`src/rtl/igt_pkg.sv`:
```
package igt_pkg;
  localparam logic [7:0] IX_CTRL = 8'h00;
  localparam logic [7:0] IX_CMP  = 8'h08;
  localparam logic [7:0] IX_MASK = 8'h30;
  localparam logic [7:0] IX_PEND = 8'h34;
  localparam int unsigned IDX_W  = 8;

  // Map a one-hot divider select to its ratio; anything else is 1.
  function automatic logic [2:0] div_ratio(input logic [2:0] sel);
    case (sel)
      3'b010:  return 3'd2;
      3'b100:  return 3'd4;
      default: return 3'd1;
    endcase
  endfunction
endpackage

```
`src/rtl/igt_regs.sv`:
```
module igt_regs
  import igt_pkg::*;
#(
  parameter int unsigned ADDR_W = 3,
  parameter int unsigned DATA_W = 32,
  parameter int unsigned NCPU   = 4,
  parameter int unsigned CNT_W  = 16
) (
  input  logic              clk,
  input  logic              rst_n,
  input  logic [ADDR_W-1:0] bus_addr,
  input  logic              bus_we,
  input  logic [DATA_W-1:0] bus_wdata,
  output logic [DATA_W-1:0] bus_rdata,
  input  logic [NCPU-1:0]   pend_q,
  output logic [IDX_W-1:0]  idx_q,
  output logic              ctl_en,
  output logic [2:0]        ctl_div,
  output logic [NCPU-1:0]   mask_q,
  output logic [CNT_W-1:0]  cmp_q,
  output logic [NCPU-1:0]   pend_clr
);
  localparam logic [ADDR_W-1:0] A_DATA  = ADDR_W'(0);
  localparam logic [ADDR_W-1:0] A_INDEX = ADDR_W'(4);

  logic wr_idx, wr_dat;
  assign wr_idx = bus_we && (bus_addr == A_INDEX);
  assign wr_dat = bus_we && (bus_addr == A_DATA);

  assign pend_clr = (wr_dat && idx_q == IX_PEND) ? bus_wdata[NCPU-1:0] : '0;

  always_ff @(posedge clk) begin
    if (!rst_n) begin
      idx_q   <= '0;
      ctl_en  <= 1'b0;
      ctl_div <= '0;
      mask_q  <= '0;
      cmp_q   <= '0;
    end else begin
      if (wr_idx) idx_q <= bus_wdata[IDX_W-1:0];
      if (wr_dat) begin
        case (idx_q)
          IX_CTRL: begin
            ctl_en  <= bus_wdata[0];
            ctl_div <= bus_wdata[10:8];
          end
          IX_MASK: mask_q <= bus_wdata[NCPU-1:0];
          IX_CMP:  cmp_q  <= bus_wdata[CNT_W-1:0];
          default: ;
        endcase
      end
    end
  end

  always_comb begin
    bus_rdata = '0;
    if (bus_addr == A_INDEX) begin
      bus_rdata[IDX_W-1:0] = idx_q;
    end else if (bus_addr == A_DATA) begin
      case (idx_q)
        IX_CTRL: begin
          bus_rdata[0]    = ctl_en;
          bus_rdata[10:8] = ctl_div;
        end
        IX_MASK: bus_rdata[NCPU-1:0]  = mask_q;
        IX_CMP:  bus_rdata[CNT_W-1:0] = cmp_q;
        IX_PEND: bus_rdata[NCPU-1:0]  = pend_q;
        default: ;
      endcase
    end
  end
endmodule

```
`src/rtl/igt_presc.sv`:
```
module igt_presc
  import igt_pkg::*;
(
  input  logic       clk,
  input  logic       rst_n,
  input  logic       en,
  input  logic [2:0] div_sel,
  input  logic       tick_in,
  output logic [2:0] ratio,
  output logic       step
);
  logic [1:0] phase_q;
  logic       last;

  assign ratio = div_ratio(div_sel);
  assign last  = ({1'b0, phase_q} >= (ratio - 3'd1));
  assign step  = en && tick_in && last;

  always_ff @(posedge clk) begin
    if (!rst_n || !en)      phase_q <= '0;
    else if (tick_in)       phase_q <= last ? 2'd0 : phase_q + 2'd1;
  end
endmodule

```
`src/rtl/igt_count.sv`:
```
module igt_count #(
  parameter int unsigned NCPU  = 4,
  parameter int unsigned CNT_W = 16
) (
  input  logic             clk,
  input  logic             rst_n,
  input  logic             step,
  input  logic [CNT_W-1:0] cmp_q,
  input  logic [NCPU-1:0]  pend_clr,
  output logic [CNT_W-1:0] count_q,
  output logic             hit,
  output logic [NCPU-1:0]  pend_q
);
  logic [CNT_W-1:0] count_n;

  assign count_n = count_q + CNT_W'(1);
  assign hit     = step && (count_n == cmp_q);

  always_ff @(posedge clk) begin
    if (!rst_n) begin
      count_q <= '0;
      pend_q  <= '0;
    end else begin
      if (step) count_q <= count_n;
      pend_q <= (pend_q & ~pend_clr) | {NCPU{hit}};
    end
  end
endmodule

```
`src/rtl/igt_top.sv`:
```
module igt_top #(
  parameter int unsigned ADDR_W = 3,
  parameter int unsigned DATA_W = 32,
  parameter int unsigned NCPU   = 4,
  parameter int unsigned CNT_W  = 16
) (
  input  logic              clk,
  input  logic              rst_n,
  input  logic [ADDR_W-1:0] bus_addr,
  input  logic              bus_we,
  input  logic [DATA_W-1:0] bus_wdata,
  output logic [DATA_W-1:0] bus_rdata,
  input  logic              tick_in,
  output logic [CNT_W-1:0]  count_o,
  output logic [NCPU-1:0]   irq_o
);
  logic [7:0]       idx_q;
  logic             ctl_en;
  logic [2:0]       ctl_div;
  logic [NCPU-1:0]  mask_q;
  logic [CNT_W-1:0] cmp_q;
  logic [NCPU-1:0]  pend_clr;
  logic [NCPU-1:0]  pend_q;
  logic [2:0]       ratio;
  logic             step;
  logic             hit;

  igt_regs #(.ADDR_W(ADDR_W), .DATA_W(DATA_W), .NCPU(NCPU), .CNT_W(CNT_W)) u_regs (
    .clk(clk), .rst_n(rst_n), .bus_addr(bus_addr), .bus_we(bus_we),
    .bus_wdata(bus_wdata), .bus_rdata(bus_rdata), .pend_q(pend_q),
    .idx_q(idx_q), .ctl_en(ctl_en), .ctl_div(ctl_div), .mask_q(mask_q),
    .cmp_q(cmp_q), .pend_clr(pend_clr)
  );

  igt_presc u_presc (
    .clk(clk), .rst_n(rst_n), .en(ctl_en), .div_sel(ctl_div),
    .tick_in(tick_in), .ratio(ratio), .step(step)
  );

  igt_count #(.NCPU(NCPU), .CNT_W(CNT_W)) u_count (
    .clk(clk), .rst_n(rst_n), .step(step), .cmp_q(cmp_q),
    .pend_clr(pend_clr), .count_q(count_o), .hit(hit), .pend_q(pend_q)
  );

  assign irq_o = pend_q & mask_q;
endmodule

```
`config.mk`:
```
export PLATFORM = sky130hd
export DESIGN_NAME = igt_top
export DESIGN_NICKNAME = d
export VERILOG_FILES = /design/src/rtl/igt_pkg.sv /design/src/rtl/igt_regs.sv /design/src/rtl/igt_presc.sv /design/src/rtl/igt_count.sv /design/src/rtl/igt_top.sv
export SDC_FILE = /design/constraint.sdc
export NUM_CORES = 1
export LEC_CHECK = 0
export BUFFER_PORTS_ARGS = -buffer_cell sky130_fd_sc_hd__buf_2
export CAP_MARGIN = 20
export CORE_UTILIZATION = 53
export DETAILED_ROUTE_END_ITERATION = 8
export PLACE_DENSITY = 0.93
export SLEW_MARGIN = 10
export SYNTH_ARGS = -nofsm -noshare
export SYNTH_HDL_FRONTEND = slang
export SYNTH_SLANG_ARGS = --single-unit
```
`constraint.sdc`:
```
create_clock -name clk -period 2.4 [get_ports clk]
set_clock_uncertainty 0.05 [all_clocks]
set_input_delay 0.36 -clock clk [delete_from_list [all_inputs] [get_ports clk]]
set_output_delay 0.36 -clock clk [all_outputs]
set_load 0.05 [all_outputs]
```
Yosys cells after proc, flatten, opt, wreduce, memory -nomap -nowiden
Index checks and enable logic that the tools add are counted.
- $add $sub $neg: 3
- $mul: 0
- div/mod/pow operators: 0
- order comparisons: 1
- equality and inequality tests: 7
- shifts and indexed selects: 0
- mux-type cells: 11
- bitwise logic cells: 4
- reductions and logical operators: 14
- operators with widths (operator ; count):
    $add 16x1->16 const B ; 1
    $eq 16x16->1 ; 1
    $eq 8x6->1 const B ; 2
    $mux 16 ; 1
    $mux 8 ; 2
    $pmux 3 s2 ; 2
    $pmux 3 s3 ; 1
    $and 4x4->4 ; 2
    $eq 8x4->1 const B ; 1
    $logic_not 8->1 ; 1
    $mux 4 ; 2
    $eq 3x3->1 const B ; 2
    $logic_and 1x1->1 ; 6
    $reduce_and 2->1 ; 3
    $mux 5 ; 1
    $not 4->4 ; 1
    $or 4x4->4 ; 1
    $pmux 1 s4 ; 1
    $eq 3x2->1 const B ; 1
    $ge 2x3->1 ; 1
    $logic_not 3->1 ; 1
    $sub 3x1->3 const B ; 1
    $add 2x1->2 const B ; 1
    $logic_not 1->1 ; 2
    other kinds (2) ; 2
- bits in registers: 54
- latch bits: 0
- RAM bits: 0
- memory bits (read-only): 0
- bits of input ports: 39
- output and inout bits: 52
- word-level logic and storage cells: 48
- memories: 0

Longest topological paths before layout
Gate-level depths: netlist of the first run.
- depth in word-level cells: 7
- depth in mapped cells: 10
- gate-level depth less buffers: 9

Cells and area by module
A second synthesis of the first run with hierarchy kept.
- cell total of the unflattened synthesis: 381
- area total of the unflattened synthesis: 3459.6 µm²
- by module, submodules not included (module ; instances ; cells each ; area an instance (µm²) ; seq. area each (µm²)):
    igt_regs ; 1 ; 184 ; 1736.7 ; 640.6
    igt_count ; 1 ; 171 ; 1508.9 ; 400.4
    igt_presc ; 1 ; 22 ; 188.9 ; 40.0
    igt_top ; 1 ; 4 ; 25.0 ; 0.0

Least setup slack after synthesis of the first run
No wires, ideal clock.
- path type: flip-flop to output port
- from: register u_regs.idx_q[2]
- to: output port bus_rdata[2]
- arrival time: 2.344 ns
- data required time: 1.990 ns
- path slack: -0.354 ns
- cell stages (with the launch flop): 7
- buffers on the path: 2
- cells stage by stage: dfxtp_1 -> buf_2 -> nor3_1 -> and3_1 -> clkbuf_1 -> a21oi_1 -> o21ai_0
- cells in the longest elaborated chain, start to end: 4
- elaborated cells between the ends (all ways): 6
- classes of those cells: 3 x eq/ne; 3 x mux
- RTL lines (item ; RTL line ; text):
    from (decl) ; igt_regs.sv:16 ; output logic [IDX_W-1:0] idx_q,
    from (signal assigned) ; igt_regs.sv:40 ; if (wr_idx) idx_q <= bus_wdata[IDX_W-1:0];
    $eq 8x6->1 or $eq 8x4->1 (tied branches) ; igt_regs.sv:60 ; case (idx_q)
    $pmux 3 s3 ; igt_regs.sv:60 ;
    $mux 16 ; igt_regs.sv:59 ; end else if (bus_addr == A_DATA) begin
    $mux 8 * ; igt_regs.sv:57 ; if (bus_addr == A_INDEX) begin
    to (decl) ; igt_top.sv:12 ; output logic [DATA_W-1:0] bus_rdata,
Mark *: on every way between the ends. The rest lies on a longest branch, timed or not.

Final worst setup path of the first run
- from: register u_regs.idx_q[7]
- to: output port bus_rdata[2]
- cells in the longest elaborated chain, start to end: 4
- elaborated cells between the ends (all ways): 6
- classes of those cells: 3 x eq/ne; 3 x mux
- RTL lines (item ; RTL line):
    $eq 8x6->1 or $eq 8x4->1 (tied branches) ; igt_regs.sv:60
    $pmux 3 s3 * ; igt_regs.sv:60
    $mux 16 * ; igt_regs.sv:59
    $mux 8 * ; igt_regs.sv:57
Marks and branches as above.

==> results of run 1 <==
-- what timing repair did --
action,in CTS,in global routing
buffers inserted,1,1
hold buffers,0,0
gates resized for setup,4,22
endpoints found under the setup margin,4,20
pin swaps,1,6
endpoints found under the hold margin,0,0
-- registers in the layout, indices dropped and copies added (netlist names) --
register         count
u_regs.ctl_en        1
u_regs.cmp_q        16
u_regs.mask_q        4
u_presc.phase_q      2
u_count.pend_q       4
u_regs.idx_q         8
u_count.count_q     16
u_regs.ctl_div       3
-- kinds of logic (layout without fill, tap and decap cells) --
logic type / Yosys count / after routing / synth area share [%]
other: 1 / 16 / 0.1161
AND/OR/NAND/NOR: 184 / 184 / 30.45
flip-flops: 54 / 54 / 33.48
buffers and inverters: 43 / 82 / 7.362
adder cells (fa/ha/maj): 3 / 3 / 1.123
XOR/XNOR: 30 / 30 / 8.136
multiplexers: 14 / 14 / 4.339
AO/OA/AOI/OAI: 70 / 70 / 14.99
-- cells in the mapped netlist, drive strengths merged (9+ instances only) --
| library cell | number |
|---|---|
| mux2i | 14 |
| and2 | 16 |
| buf | 24 |
| dfxtp | 54 |
| xnor2 | 19 |
| o21ai | 18 |
| nand3 | 14 |
| or3 | 9 |
| nand2 | 67 |
| and3 | 10 |
| nand4 | 9 |
| clkbuf | 13 |
| nor3 | 11 |
| xor2 | 11 |
| nor2b | 11 |
| a21boi | 30 |
| nor2 | 19 |
-- metal layers --
layer,up-vias,wire length [um],share of wire [%],track usage (%)
li1,1451,-,-,-
met1,1427,3350,41,31.79
met2,140,4058,50,45.90
met3,21,533,6.6,4.773
met4,0,155,1.9,8.393
met5,-,0,0,0
-- stage by stage --
step                setup WS, ns  hold slack, ns  total power [W]  std cells
floorplan              0.0004488          0.3987         0.001051        414
global placement          0.2094          0.4075         0.001072        519
detailed placement        0.1122          0.4158         0.001075        519
CTS                      0.01265          0.2509         0.001681        527
global route             -0.1049          0.2582         0.001736        528
finish                   0.08131          0.2525         0.001680        528
-- layout make-up --
cell class	instances	share of cell area (%)
Timing Repair Buffer	69	11.14
Tap cell	75	2.524
Multi-Input combinational cell	317	53.36
Clock inverter	1	0.8075
Clock buffer	6	2.221
Sequential cell	54	29.34
Inverter	6	0.6057
-- power groups by stage --
stage / sequential, W / combinational (W) / clock [W]
2_1_floorplan: 0.000926 / 0.000126 / 0
3_3_place_gp: 0.000926 / 0.000146 / 0
4_1_cts: 0.000905 / 0.000150 / 0.000626
5_1_grt: 0.000906 / 0.000163 / 0.000667
3_5_place_dp: 0.000926 / 0.000148 / 0
6_report: 0.000905 / 0.000153 / 0.000622
-- worst max-delay path by stage --
stage	startpoint	endpoint	cells after the start
after global placement	u_regs.ctl_div[1]$_SDFFE_PN0P_	u_count.pend_q[2]$_SDFF_PN0_	9
after floorplan	u_count.count_q[1]$_SDFFE_PN0P_	u_count.pend_q[0]$_SDFF_PN0_	8
final	u_regs.idx_q[7]$_SDFFE_PN0P_	bus_rdata[2]	7
after detailed placement	u_regs.ctl_div[1]$_SDFFE_PN0P_	u_count.pend_q[2]$_SDFF_PN0_	9
after global routing	u_regs.idx_q[7]$_SDFFE_PN0P_	bus_rdata[2]	7
after CTS	u_regs.idx_q[0]$_SDFFE_PN0P_	bus_rdata[2]	6
-- critical path: cells and delay by family, from the launching register on --
kind                   cells  cell delay, ns
AO/OA/AOI/OAI              2            0.25
buffers and inverters      2            0.36
flip-flops                 1            0.37
AND/OR/NAND/NOR            3            0.62
==> impl_metrics.toml, run 1 <==
[status]
outcome = "completed"

[logic_synthesis]
netlist.area_leader.share_pct = 33.48
ys_seq_elements = 54
synth_warnings = 0
postSynth.asyncResetShare_pct = 0
netlist_top_cells_area = "dfxtp_1 (33%), nand2_1 (7.8%), a21boi_0 (6.5%), xnor2_1 (5.2%), buf_4 (4.4%)"
synth-seq-area-share_pct = 33.48
syn_avg_cell_area_um2 = 8.094
synth_edf_count = 0
synth.largest_area_cell = "dfxtp_1"
ys.flop_type = "dfxtp_1"
postSynthCellCount = 399
synth_cell_types = 54
synth.cell_area_mm2 = 0.003229

[finish]
multiInputGateArea_mm2 = 0.001984
drive_above_1_share_pct = 22.30
layout_common_cells = "nand2_1 (67), buf_2 (49), dfxtp_1 (48)"
fin_nets = 494
diodes = 0
syn_to_final_growth_pct = 15.15
fin_util_pct = 63.18
regArea_mm2 = 0.001091
num-fill-cells = 489
final_area_mm2 = 0.003719
final_common_cell = "nand2_1"

[die]
core_area_mm2 = 0.005886
rows = 28
ioPinCount = 91
die_area_mm2 = 0.006410
die_h_um = 80.06
start_util_pct = 54.87
dieWidth_um = 80.06

[power]
pwr-share-seq_pct = 53.9
leakagePower_nw = 1.430
powerDensity_mw_per_mm2 = 451.9
combinationalPowerShare_pct = 9.1
p_int_w = 0.001275
swShare_pct = 24.12
vdd_drop_max_v = 0.0002418
pwr-share-clk_pct = 37.0
power_switching_w = 0.0004052

[routing]
drt-initial-drc-count = 262
vias = 3039
drt_wl_total_um = 8099
dr.pass1.iters = 5
antenna_left = 0
routedWlPerCell_um = 15.34
viasPerCell = 5.756
drc = 0

[worst_setup_path]
cp-end-kind = "output pin"
start_kind = "flop"
reg2reg_depth = 7
cp_slowest_stage_delay_ns = 0.37
cp_max_fo = 5
reg2reg_slack_ns = 0.11
crit_type = "reg -> out"
worstReg2RegStart = "u_count.count_q[0]$_SDFFE_PN0P_"
path_cells = "nor4_4, nand4b_1, buf_6, nor2_1, a21oi_1, o21ai_1, buf_6"
cp_slowest_cell = "dfxtp_4"
r2r-end = "u_count.pend_q[2]$_SDFF_PN0_"
arrival_ns = 1.91
path_common_cell = "buf_6"
worst-endpoint-required_ns = 1.99

[global_route]
grt_pass1_vias = 2773
grt_start_max_net_pins = 53
grtUsageTotal_pct = 26.03
overflow = 0
antenna_found_initial = 0
grt_first_pass_wirelength_um = 12970

[cts]
clock_sinks = 54
clockBufferDepth = 2
cts-root-buf = "clkbuf_8"
clk_latency_ns = 0.31
path_clk_slew_ns = 0.09
cts_made_buffers = 5
cts_tree = "built"
htreeDepth = 2

[timing]
finalMaxSlewViolations = 0
final-hold-violation-count = 0
setup_tns_ns = 0
min_period_ns = 2.319
rsz0062_at_grt = "true"
finalCritPeriodShare_pct = 96.61
worst_pin_slew_ns = 0.6309
setup_viol = 0
slew_headroom_pct = 57.82
max_freq_ghz = 0.4313

[placed_design]
routabilityCongestion = 0.9067
numPortBuffers = 58
placed_area_mm2 = 0.003523
dp_hpwl_um = 5861

[flow_run]
max-cap-violations = 0

[worst_hold_path]
hold_path.startpoint = "bus_wdata[13]"
holdPathEnd = "u_regs.cmp_q[13]$_SDFFE_PN0P_"
worstHoldPathCells = 3
hp-class = "in -> reg"
(Power assumes the default switching activity.)
==> run 2: changes to the inputs <==
--- a/config.mk
+++ b/config.mk
@@ -7,9 +7,10 @@
 export LEC_CHECK = 0
 export BUFFER_PORTS_ARGS = -buffer_cell sky130_fd_sc_hd__buf_2
 export CAP_MARGIN = 20
-export CORE_UTILIZATION = 53
+export CORE_UTILIZATION = 44
 export DETAILED_ROUTE_END_ITERATION = 8
-export PLACE_DENSITY = 0.93
+export PLACE_DENSITY = 0.81
+export SETUP_SLACK_MARGIN = 0.1
 export SLEW_MARGIN = 10
 export SYNTH_ARGS = -nofsm -noshare
 export SYNTH_HDL_FRONTEND = slang
==> run 2 against run 1 <==
Effect of this change:
- core utilization decreased by 7.8 points
- count of clock-buffer cells in the layout increased by 1
- maximum frequency about the same
- power decreased by 0.41%
- critical path depth decreased by 1
- first-iteration DRC count increased by 5.0%
- via count decreased by 1.9%
==> impl_metrics.toml, run 2 (synthesized netlist as in run 1, its figures left out) <==
[global_route]
overflow = 0
grtUsageTotal_pct = 21.68
antenna_found_initial = 0
grt_pass1_vias = 2780
grt_start_max_net_pins = 54
grt_first_pass_wirelength_um = 13140

[die]
core_area_mm2 = 0.006944
start_util_pct = 46.50
die_area_mm2 = 0.007686
die_h_um = 87.67
rows = 30
ioPinCount = 91
dieWidth_um = 87.67

[worst_setup_path]
cp_slowest_stage_delay_ns = 0.35
worst-endpoint-required_ns = 1.99
worst-path-buf-inv = 1
cp-end-kind = "output pin"
cp_max_fo = 5
arrival_ns = 1.91
path_cells = "nor4_4, nand4b_1, nor2_1, a221oi_1, o21ai_1, buf_6"
cp_top_family = "simple AND/OR/NAND/NOR gates"
crit_type = "reg -> out"
cp_slowest_cell = "dfxtp_2"
start_kind = "flop"

[routing]
antenna_left = 0
drc = 0
viasPerCell = 5.383
vias = 2982
drt_wl_total_um = 8123
dr.pass1.iters = 5
drt-initial-drc-count = 275
routedWlPerCell_um = 14.66

[finish]
fin_util_pct = 55.42
num-fill-cells = 643
syn_to_final_growth_pct = 19.18
final_area_mm2 = 0.003849
drive_above_1_share_pct = 24.89
diodes = 0
biggestRegsByFlops = "u_count.count_q (16), u_regs.cmp_q (16), u_regs.idx_q (8)"
layout_common_cells = "nand2_1 (67), dfxtp_1 (48), buf_2 (46)"
final_common_cell = "nand2_1"
fin_nets = 498
final_cells = 554

[timing]
finalCritPeriodShare_pct = 96.64
max_freq_ghz = 0.4312
finalMaxSlewViolations = 0
rsz0062_at_grt = "true"
min_period_ns = 2.319
setup_viol = 0
final-hold-violation-count = 0

[cts]
cts_made_buffers = 5
clock_sinks = 54
holdBufCountCts = 0
path_clk_slew_ns = 0.09
clk_latency_ns = 0.31
cts_tree = "built"
htreeDepth = 2
cts-root-buf = "clkbuf_8"
clockBufferDepth = 2

[placed_design]
dp_hpwl_um = 5918
placed_area_mm2 = 0.003570
routabilityCongestion = 0.8882
place_inst = 541
numPortBuffers = 58

[power]
leakagePower_nw = 1.447
powerDensity_mw_per_mm2 = 434.8
vdd_drop_max_v = 0.0002362

[status]
outcome = "completed"

[worst_hold_path]
hp-class = "in -> reg"

[flow_run]
max-cap-violations = 0
## run 2: cell types whose count changed in the layout (fill, tap and decap cells not counted), moves of 2 or more
cell and delta:
buf_2 -3, buf_4 +9, clkbuf_1 +2, clkbuf_4 -2
nor2_1 -2, nor3_1 -3, nor3_2 +2, nor4_1 -2
## run 2: metal layers
metal  routed length [um]  track usage, %  up-vias  share of wire (%)
met5                    0               0        -                  0
met4                   78           6.706        0               0.96
met3                  562           4.430        7                6.9
met2                 3878           35.87      118                 48
met1                 3602           28.46     1391                 44
li1                     -               -     1466                  -
## run 2: repair_timing
action                                  4_1_cts  5_1_grt
endpoints found under the setup margin       20       31
pin swaps                                     2       11
gates resized for setup                      10       29
buffers inserted                              2        3
## run 2: cell type report
class                      count  area (um^2)  area share (%)
inverter                       6        22.52          0.5852
tap                           96        120.1           3.121
multi-input combinational    317         2059           53.51
sequential                    54         1089           28.28
clock buffer                   7        76.32           1.983
timing repair buffer          73        451.7           11.74
clock inverter                 1        30.03          0.7802
## run 2: tightest hold or removal path, cell delays in order
cell	delay [ns]
buf_2	0.10
nand2_1	0.04
a21boi_0	0.06
## run 2: path summary, 6_finish.rpt
check / slack, ns / startpoint / end / cells past startpoint
worst max-delay path: 0.08 / u_regs.idx_q[7]$_SDFFE_PN0P_ / bus_rdata[0] / 6
worst min-delay path: 0.24 / bus_wdata[13] / u_regs.cmp_q[13]$_SDFFE_PN0P_ / 3
worst max register to register: 0.18 / u_count.count_q[0]$_SDFFE_PN0P_ / u_count.pend_q[0]$_SDFF_PN0_ / 7
worst min register to register: 0.44 / u_count.pend_q[1]$_SDFF_PN0_ / u_count.pend_q[1]$_SDFF_PN0_ / 2
## run 2: through the flow
stage | hold slack (ns) | setup WS (ns) | TNS (ns) | total power (W)
global route | 0.2488 | -0.03001 | -0.05290 | 0.001733
global placement | 0.4090 | 0.1290 | 0 | 0.001074
floorplan | 0.3987 | 0.02191 | 0 | 0.001052
finish | 0.2403 | 0.08071 | 0 | 0.001673
detailed placement | 0.4261 | -0.003004 | -0.003004 | 0.001076
CTS | 0.2449 | 0.07880 | 0 | 0.001672
## run 2: power breakdown
part           leakage [nW]  internal [W]  switching [W]
Combinational         0.957     0.0000438       0.000115
Clock                0.0524      0.000313       0.000296
Sequential            0.438      0.000900     0.00000647
